[src/rtl/frt_pkg.sv]
package frt_pkg;

  // Word indices (byte offset >> 2) of the register map
  localparam int unsigned WI_LOAD   = 8;   // 0x20
  localparam int unsigned WI_COUNT  = 9;   // 0x24
  localparam int unsigned WI_CTRL   = 10;  // 0x28
  localparam int unsigned WI_ICLR   = 11;  // 0x2C
  localparam int unsigned WI_MATCH  = 12;  // 0x30
  localparam int unsigned WI_ALIAS0 = 13;  // 0x34 .. 0x3C
  localparam int unsigned N_ALIAS   = 3;

  // Control word bit positions
  localparam int unsigned CB_LEVEL  = 0;
  localparam int unsigned CB_DIV_LO = 2;
  localparam int unsigned CB_DIV_HI = 3;
  localparam int unsigned CB_RELOAD = 6;
  localparam int unsigned CB_RUN    = 7;
  localparam int unsigned CB_STAT   = 8;

  typedef enum logic [1:0] {
    DIV_1   = 2'b00,
    DIV_16  = 2'b01,
    DIV_256 = 2'b10,
    DIV_ALT = 2'b11
  } div_sel_e;

  typedef struct packed {
    logic     run;
    logic     reload;
    div_sel_e div;
    logic     level;
  } ctrl_t;

  function automatic logic [8:0] ctrl_word(input ctrl_t c, input logic stat);
    logic [8:0] w;
    w = '0;
    w[CB_LEVEL]  = c.level;
    w[CB_DIV_LO] = c.div[0];
    w[CB_DIV_HI] = c.div[1];
    w[CB_RELOAD] = c.reload;
    w[CB_RUN]    = c.run;
    w[CB_STAT]   = stat;
    return w;
  endfunction

endpackage

[src/rtl/frt_prescale.sv]
module frt_prescale #(
  parameter int unsigned MID_LOG2 = 4,
  parameter int unsigned HI_LOG2  = 8
) (
  input  logic       clk,
  input  logic       rst,
  input  logic       clear,
  input  logic       enable,
  input  logic [1:0] sel,
  output logic       tick
);
  import frt_pkg::*;

  logic [HI_LOG2-1:0] pre_q;
  logic               mid_wrap;
  logic               hi_wrap;

  always_ff @(posedge clk) begin
    if (rst || clear) pre_q <= '0;
    else if (enable)  pre_q <= pre_q + 1'b1;
  end

  generate
    if (MID_LOG2 == 0) begin : g_mid_none
      assign mid_wrap = 1'b1;
    end else begin : g_mid_tap
      assign mid_wrap = &pre_q[MID_LOG2-1:0];
    end
  endgenerate

  assign hi_wrap = &pre_q;

  always_comb begin
    unique case (div_sel_e'(sel))
      DIV_1:   tick = enable;
      DIV_16:  tick = enable && mid_wrap;
      default: tick = enable && hi_wrap;
    endcase
  end

endmodule

[src/rtl/frt_counter.sv]
module frt_counter #(
  parameter int unsigned CNT_W = 32
) (
  input  logic             clk,
  input  logic             rst,
  input  logic             load_we,
  input  logic [CNT_W-1:0] load_val,
  input  logic             halt_set,
  input  logic             halt_clr,
  input  logic             tick,
  input  logic [CNT_W-1:0] match_val,
  output logic [CNT_W-1:0] count,
  output logic             halted,
  output logic             hit
);

  logic [CNT_W-1:0] count_q;
  logic [CNT_W-1:0] count_inc;
  logic             halted_q;

  assign count_inc = count_q + CNT_W'(1);

  always_ff @(posedge clk) begin
    if (rst)          count_q <= '0;
    else if (load_we) count_q <= load_val;
    else if (tick)    count_q <= count_inc;
  end

  always_ff @(posedge clk) begin
    if (rst)           halted_q <= 1'b0;
    else if (halt_set) halted_q <= 1'b1;
    else if (halt_clr) halted_q <= 1'b0;
  end

  // Event only when the count steps onto the compare value
  assign hit    = tick && !load_we && (count_inc == match_val);
  assign count  = count_q;
  assign halted = halted_q;

endmodule

[src/rtl/frt_irq.sv]
module frt_irq (
  input  logic clk,
  input  logic rst,
  input  logic hit,
  input  logic level_mode,
  input  logic clr_zero,
  output logic status
);

  logic status_q;

  always_ff @(posedge clk) begin
    if (rst)             status_q <= 1'b0;
    else if (hit)        status_q <= 1'b1;
    else if (!level_mode) status_q <= 1'b0;
    else if (clr_zero)   status_q <= 1'b0;
  end

  assign status = status_q;

endmodule

[src/rtl/frt_match_timer.sv]
module frt_match_timer #(
  parameter int unsigned ADDR_W   = 8,
  parameter int unsigned DATA_W   = 32,
  parameter int unsigned CNT_W    = 32,
  parameter int unsigned MID_LOG2 = 4,
  parameter int unsigned HI_LOG2  = 8
) (
  input  logic              clk,
  input  logic              rst,
  input  logic              bus_valid,
  input  logic              bus_write,
  input  logic [ADDR_W-1:0] bus_addr,
  input  logic [DATA_W-1:0] bus_wdata,
  output logic [DATA_W-1:0] bus_rdata,
  output logic              irq
);
  import frt_pkg::*;

  localparam int unsigned IDX_W = ADDR_W - 2;

  logic [IDX_W-1:0]   widx;
  logic               aligned;
  logic               wr_en;
  logic               rd_en;
  logic               load_we;
  logic               ctrl_we;
  logic               iclr_we;
  logic               match_we;
  logic [N_ALIAS-1:0] alias_hit;
  logic               load_view;

  logic [CNT_W-1:0]   wdata_cnt;
  logic [CNT_W-1:0]   load_q;
  logic [CNT_W-1:0]   match_q;
  logic [CNT_W-1:0]   count;
  ctrl_t              ctrl_q;
  logic               halted;
  logic               halt_set;
  logic               halt_clr;
  logic               run_en;
  logic               tick;
  logic               hit;
  logic               clr_zero;
  logic               status;
  logic [DATA_W-1:0]  rd_mux;

  // Address decode
  assign widx    = bus_addr[ADDR_W-1:2];
  assign aligned = (bus_addr[1:0] == 2'b00);
  assign wr_en   = bus_valid && bus_write && aligned;
  assign rd_en   = bus_valid && !bus_write;

  assign load_we  = wr_en && (widx == IDX_W'(WI_LOAD));
  assign ctrl_we  = wr_en && (widx == IDX_W'(WI_CTRL));
  assign iclr_we  = wr_en && (widx == IDX_W'(WI_ICLR));
  assign match_we = wr_en && (widx == IDX_W'(WI_MATCH));

  generate
    for (genvar g = 0; g < N_ALIAS; g++) begin : g_alias
      assign alias_hit[g] = (widx == IDX_W'(WI_ALIAS0 + g));
    end
  endgenerate

  assign load_view = (widx == IDX_W'(WI_LOAD)) || (widx == IDX_W'(WI_ICLR)) || (|alias_hit);

  assign wdata_cnt = CNT_W'(bus_wdata);

  // Software-visible state
  always_ff @(posedge clk) begin
    if (rst) begin
      load_q  <= '0;
      match_q <= '0;
      ctrl_q  <= '0;
    end else begin
      if (load_we)  load_q  <= wdata_cnt;
      if (match_we) match_q <= wdata_cnt;
      if (ctrl_we) begin
        ctrl_q.level  <= bus_wdata[CB_LEVEL];
        ctrl_q.div    <= div_sel_e'({bus_wdata[CB_DIV_HI], bus_wdata[CB_DIV_LO]});
        ctrl_q.reload <= bus_wdata[CB_RELOAD];
        ctrl_q.run    <= bus_wdata[CB_RUN];
      end
    end
  end

  // Freeze on a zero load while auto-reload is on
  assign halt_set = load_we && ctrl_q.reload && (wdata_cnt == '0);
  assign halt_clr = (load_we && (wdata_cnt != '0)) || (ctrl_we && bus_wdata[CB_RUN]);
  assign run_en   = ctrl_q.run && !halted;
  assign clr_zero = iclr_we && (bus_wdata == '0);

  frt_prescale #(
    .MID_LOG2 (MID_LOG2),
    .HI_LOG2  (HI_LOG2)
  ) u_pre (
    .clk    (clk),
    .rst    (rst),
    .clear  (ctrl_we),
    .enable (run_en),
    .sel    (ctrl_q.div),
    .tick   (tick)
  );

  frt_counter #(
    .CNT_W (CNT_W)
  ) u_cnt (
    .clk       (clk),
    .rst       (rst),
    .load_we   (load_we),
    .load_val  (wdata_cnt),
    .halt_set  (halt_set),
    .halt_clr  (halt_clr),
    .tick      (tick),
    .match_val (match_q),
    .count     (count),
    .halted    (halted),
    .hit       (hit)
  );

  frt_irq u_irq (
    .clk        (clk),
    .rst        (rst),
    .hit        (hit),
    .level_mode (ctrl_q.level),
    .clr_zero   (clr_zero),
    .status     (status)
  );

  // Registered read path
  always_comb begin
    rd_mux = '0;
    if (aligned) begin
      if (load_view)                         rd_mux = DATA_W'(load_q);
      else if (widx == IDX_W'(WI_COUNT))     rd_mux = DATA_W'(count);
      else if (widx == IDX_W'(WI_CTRL))      rd_mux = DATA_W'(ctrl_word(ctrl_q, status));
      else if (widx == IDX_W'(WI_MATCH))     rd_mux = DATA_W'(match_q);
    end
  end

  always_ff @(posedge clk) begin
    if (rst)        bus_rdata <= '0;
    else if (rd_en) bus_rdata <= rd_mux;
  end

  assign irq = status;

endmodule

[config.mk]
export PLATFORM = sky130hd
export DESIGN_NAME = frt_match_timer
export DESIGN_NICKNAME = d
export VERILOG_FILES = /design/src/rtl/frt_pkg.sv /design/src/rtl/frt_prescale.sv /design/src/rtl/frt_counter.sv /design/src/rtl/frt_irq.sv /design/src/rtl/frt_match_timer.sv
export SDC_FILE = /design/constraint.sdc
export NUM_CORES = 1
export LEC_CHECK = 0
export BUFFER_PORTS_ARGS = -buffer_cell sky130_fd_sc_hd__buf_2
export CAP_MARGIN = 0
export CORE_MARGIN = 1
export CORE_UTILIZATION = 35
export CTS_BUF_LIST = sky130_fd_sc_hd__clkbuf_4 sky130_fd_sc_hd__clkbuf_8 sky130_fd_sc_hd__clkbuf_16
export DETAILED_ROUTE_END_ITERATION = 12
export PLACE_DENSITY_LB_ADDON = 0.08
export SLEW_MARGIN = 10
export SYNTH_ARGS = -nofsm -noshare
export SYNTH_HDL_FRONTEND = slang
export SYNTH_SLANG_ARGS = --single-unit
[constraint.sdc]
create_clock -name clk -period 2.5 [get_ports clk]
set_input_delay 0.5 -clock clk [delete_from_list [all_inputs] [get_ports clk]]
set_output_delay 0.5 -clock clk [all_outputs]
set_load 0.03 [all_outputs]
==> impl_metrics.json <==
{
  "ys_seq_elements": 143,
  "seqPwrFrac_pct": 44.1,
  "cts_hold_buf": 0,
  "syn_to_final_growth_pct": 18.8,
  "synth_edf_count": 0,
  "cts.htree.levels": 4,
  "dp_hpwl_mm": 16.6,
  "syn_inst": 934,
  "antenna_found_initial": 1,
  "die_y_um": 148,
  "cts_setup_buffers": 0,
  "synth_cell_types": 68,
  "min_period_ps": 2390,
  "drc": 0,
  "drive_gt1_share_pct": 18.9,
  "fin_cells": 1295,
  "cts.repair.resized": 0,
  "hold_viol": 0,
  "startpoint_type": "flip-flop",
  "vias": 6968,
  "cts-buffers-inserted": 17,
  "pin_count": 77,
  "cp.arrival_ps": 2740,
  "crit_path_max_fanout": 7,
  "port_buffers": 76,
  "grt-ovfl-total": 0,
  "setup_ws_ps": 112,
  "syn_avg_cell_area_um2": 8.01,
  "postLayoutCellArea_um2": 8880,
  "end_kind": "flip-flop",
  "cts_tree": "yes",
  "peakVddDrop_mv": 0.399,
  "placed_area_um2": 8230,
  "synthArstFlopShare_pct": 0,
  "p_per_area_nw_per_um2": 583,
  "clock_power_share_pct": 52.4,
  "ys_seq_area_share_pct": 38.3,
  "setup.worst_path.start": "u_cnt.count[13]",
  "clk_pin_slew_ps": 70,
  "switching_share_pct": 22.4,
  "tightest_slew_ps": 1080,
  "pre_cts_slack_ps": -18.0,
  "synth_area_um2": 7480,
  "synth_top_area_share_pct": 38.3,
  "grt_max_degree": 137,
  "min-delay-start": "bus_wdata[28]",
  "drt-wirelength-per-cell_um": 18.3,
  "core-area_um2": 21000,
  "hold_path_class": "input port to flip-flop",
  "grt_pass1_wl_mm": 37.9,
  "p_leak_nw": 3.22,
  "drt-met1-wl_mm": 11.0,
  "cts_sinks": 143,
  "ff_latch_area_um2": 2870,
  "cap_violations": 0,
  "grt_pass1_vias": 6847,
  "rows": 53,
  "clock_latency_ps": 420,
  "setup_viol": 0,
  "wl_met3_mm": 1.11,
  "routabilityCongestion": 0.806,
  "reg2reg_from": "u_cnt.count[13]",
  "fin_skew_ps": 9.48,
  "drtPass1Iterations": 6,
  "cts-root-buf": "clkbuf_16",
  "cts_buffer_depth": 2,
  "criticalPathCategory": "flip-flop to flip-flop",
  "via_per_inst": 5.38,
  "post-route-period-util_pct": 95.5,
  "final_net_count": 1052,
  "max_freq_ghz": 0.419,
  "worstPathRequired_ps": 2850,
  "slew_violations": 0,
  "rsz0062_at_grt": "false",
  "netlist.top_cell.by_area": "dfxtp_1",
  "dieArea_um2": 22000,
  "dr_wl_met2_mm": 11.1,
  "yosys-top-cells-area": "dfxtp_1 (38%), nand2_1 (8.1%), a21oi_1 (7.4%)",
  "antenna_left": 0,
  "finalPower_mw": 5.17,
  "highest_layer": "met4",
  "dp.cells": 1262,
  "n_fill_cell": 2253,
  "start_util_pct": 35.7,
  "p_comb_share_pct": 3.5,
  "p_int_mw": 4.01,
  "yosys_warnings": 0,
  "dieWidth_um": 148,
  "relSlewSlack_pct": 27.9,
  "multi_input_area_um2": 4130,
  "syn_nets": 980,
  "synthFlopType": "dfxtp_1",
  "wl_mm": 23.7,
  "drt_iter0_drc": 432,
  "grt_usage_pct": 22.3,
  "status": "completed",
  "netSwitchingPower_mw": 1.16
}
[Yosys cell counts, types with 4 or more instances]
| master | instances |
|---|---|
| nand2_1 | 161 |
| a211oi_1 | 30 |
| dfxtp_1 | 143 |
| nand2b_1 | 6 |
| nor3_1 | 8 |
| a21o_1 | 4 |
| clkbuf_8 | 12 |
| a31oi_1 | 4 |
| nor2_1 | 117 |
| or3_1 | 9 |
| nand4_1 | 17 |
| nand3_1 | 23 |
| xnor2_1 | 42 |
| inv_1 | 8 |
| buf_4 | 6 |
| a21oi_1 | 110 |
| and3_1 | 10 |
| o21ai_0 | 7 |
| mux2i_1 | 7 |
| a222oi_1 | 31 |
| and4_1 | 9 |
| buf_1 | 4 |
| xor2_1 | 34 |
| nor4_1 | 12 |
| clkbuf_1 | 52 |
| o22ai_1 | 4 |
[sequential cells by signal (all words and copies together) (netlist names)]
| name | flops |
|---|---|
| u_pre.pre_q | 8 |
| load_q | 32 |
| match_q | 32 |
| u_irq.status | 1 |
| u_cnt.halted | 1 |
| bus_rdata | 32 |
| u_cnt.count | 32 |
| ctrl_q | 5 |
[power by group through the flow]
stage / Combinational, mW / Clock (mW) / Sequential, mW
2_1_floorplan: 0.0719 / 0 / 2.33
5_1_grt: 0.196 / 2.88 / 2.28
4_1_cts: 0.182 / 2.77 / 2.28
6_report: 0.181 / 2.71 / 2.28
3_5_place_dp: 0.182 / 0 / 2.33
3_3_place_gp: 0.182 / 0 / 2.33
[cell type report]
class / instances / area share, %
diodes: 1 / 0.0282
clock buffers: 18 / 4.87
clock inverters: 14 / 2.11
inverters: 8 / 0.338
multi-input cells: 700 / 46.5
flip-flops and latches: 143 / 32.3
well taps: 275 / 3.87
repair buffers: 136 / 9.99
[final timing paths]
check | to | slack (ps) | cells past startpoint
max | u_irq.status | 110 | 7
max reg2reg | u_irq.status | 110 | 7
min reg2reg | load_q[3] | 450 | 2
min | match_q[28] | 330 | 3
[placed cells by master (no fill, tap or decap), types with 9 or more instances in the layout]
| cell type | n |
|---|---|
| nand2_1 | 161 |
| xor2_1 | 34 |
| nor2_1 | 115 |
| a211oi_1 | 29 |
| or3_1 | 9 |
| xnor2_1 | 42 |
| buf_2 | 75 |
| buf_4 | 56 |
| a21oi_1 | 110 |
| nand4_1 | 17 |
| nor4_1 | 11 |
| nand3_1 | 22 |
| a222oi_1 | 31 |
| and4_1 | 9 |
| clkbuf_16 | 17 |
| and3_1 | 10 |
| dfxtp_1 | 140 |
[metal layers]
| metal | track usage, % | vias up |
|---|---|---|
| met5 | 0 | - |
| met1 | 29.5 | 3336 |
| met3 | 4.63 | 29 |
| met2 | 36.6 | 158 |
| met4 | 6.39 | 0 |
| li1 | - | 3445 |
[worst max-delay path: stages, from the launching register on]
cell and delay, ps:
dfxtp_1 490, and4_1 290, nand4_2 170, or4_4 590, mux2_4 320, o22ai_2 180
o22ai_1 130, o21ai_1 150
[logic make-up after synthesis]
family	synth area share [%]
DFF	38.3
buffers and inverters	7.14
AOI/OAI and AO/OA	18.4
muxes	1.14
xor gates and xnor gates	8.90
adders and majority gates	0.335
and+or+nand+nor	25.8
[stage by stage]
stage	hold WS, ps	TNS [ps]	utilization, %
floorplan	431	0	-
global placement	441	0	39.3
detailed placement	447	-94.4	39.3
CTS	320	0	42.3
global route	339	0	42.4
finish	334	0	42.4
Note: power is estimated with default switching activity, not from simulation.
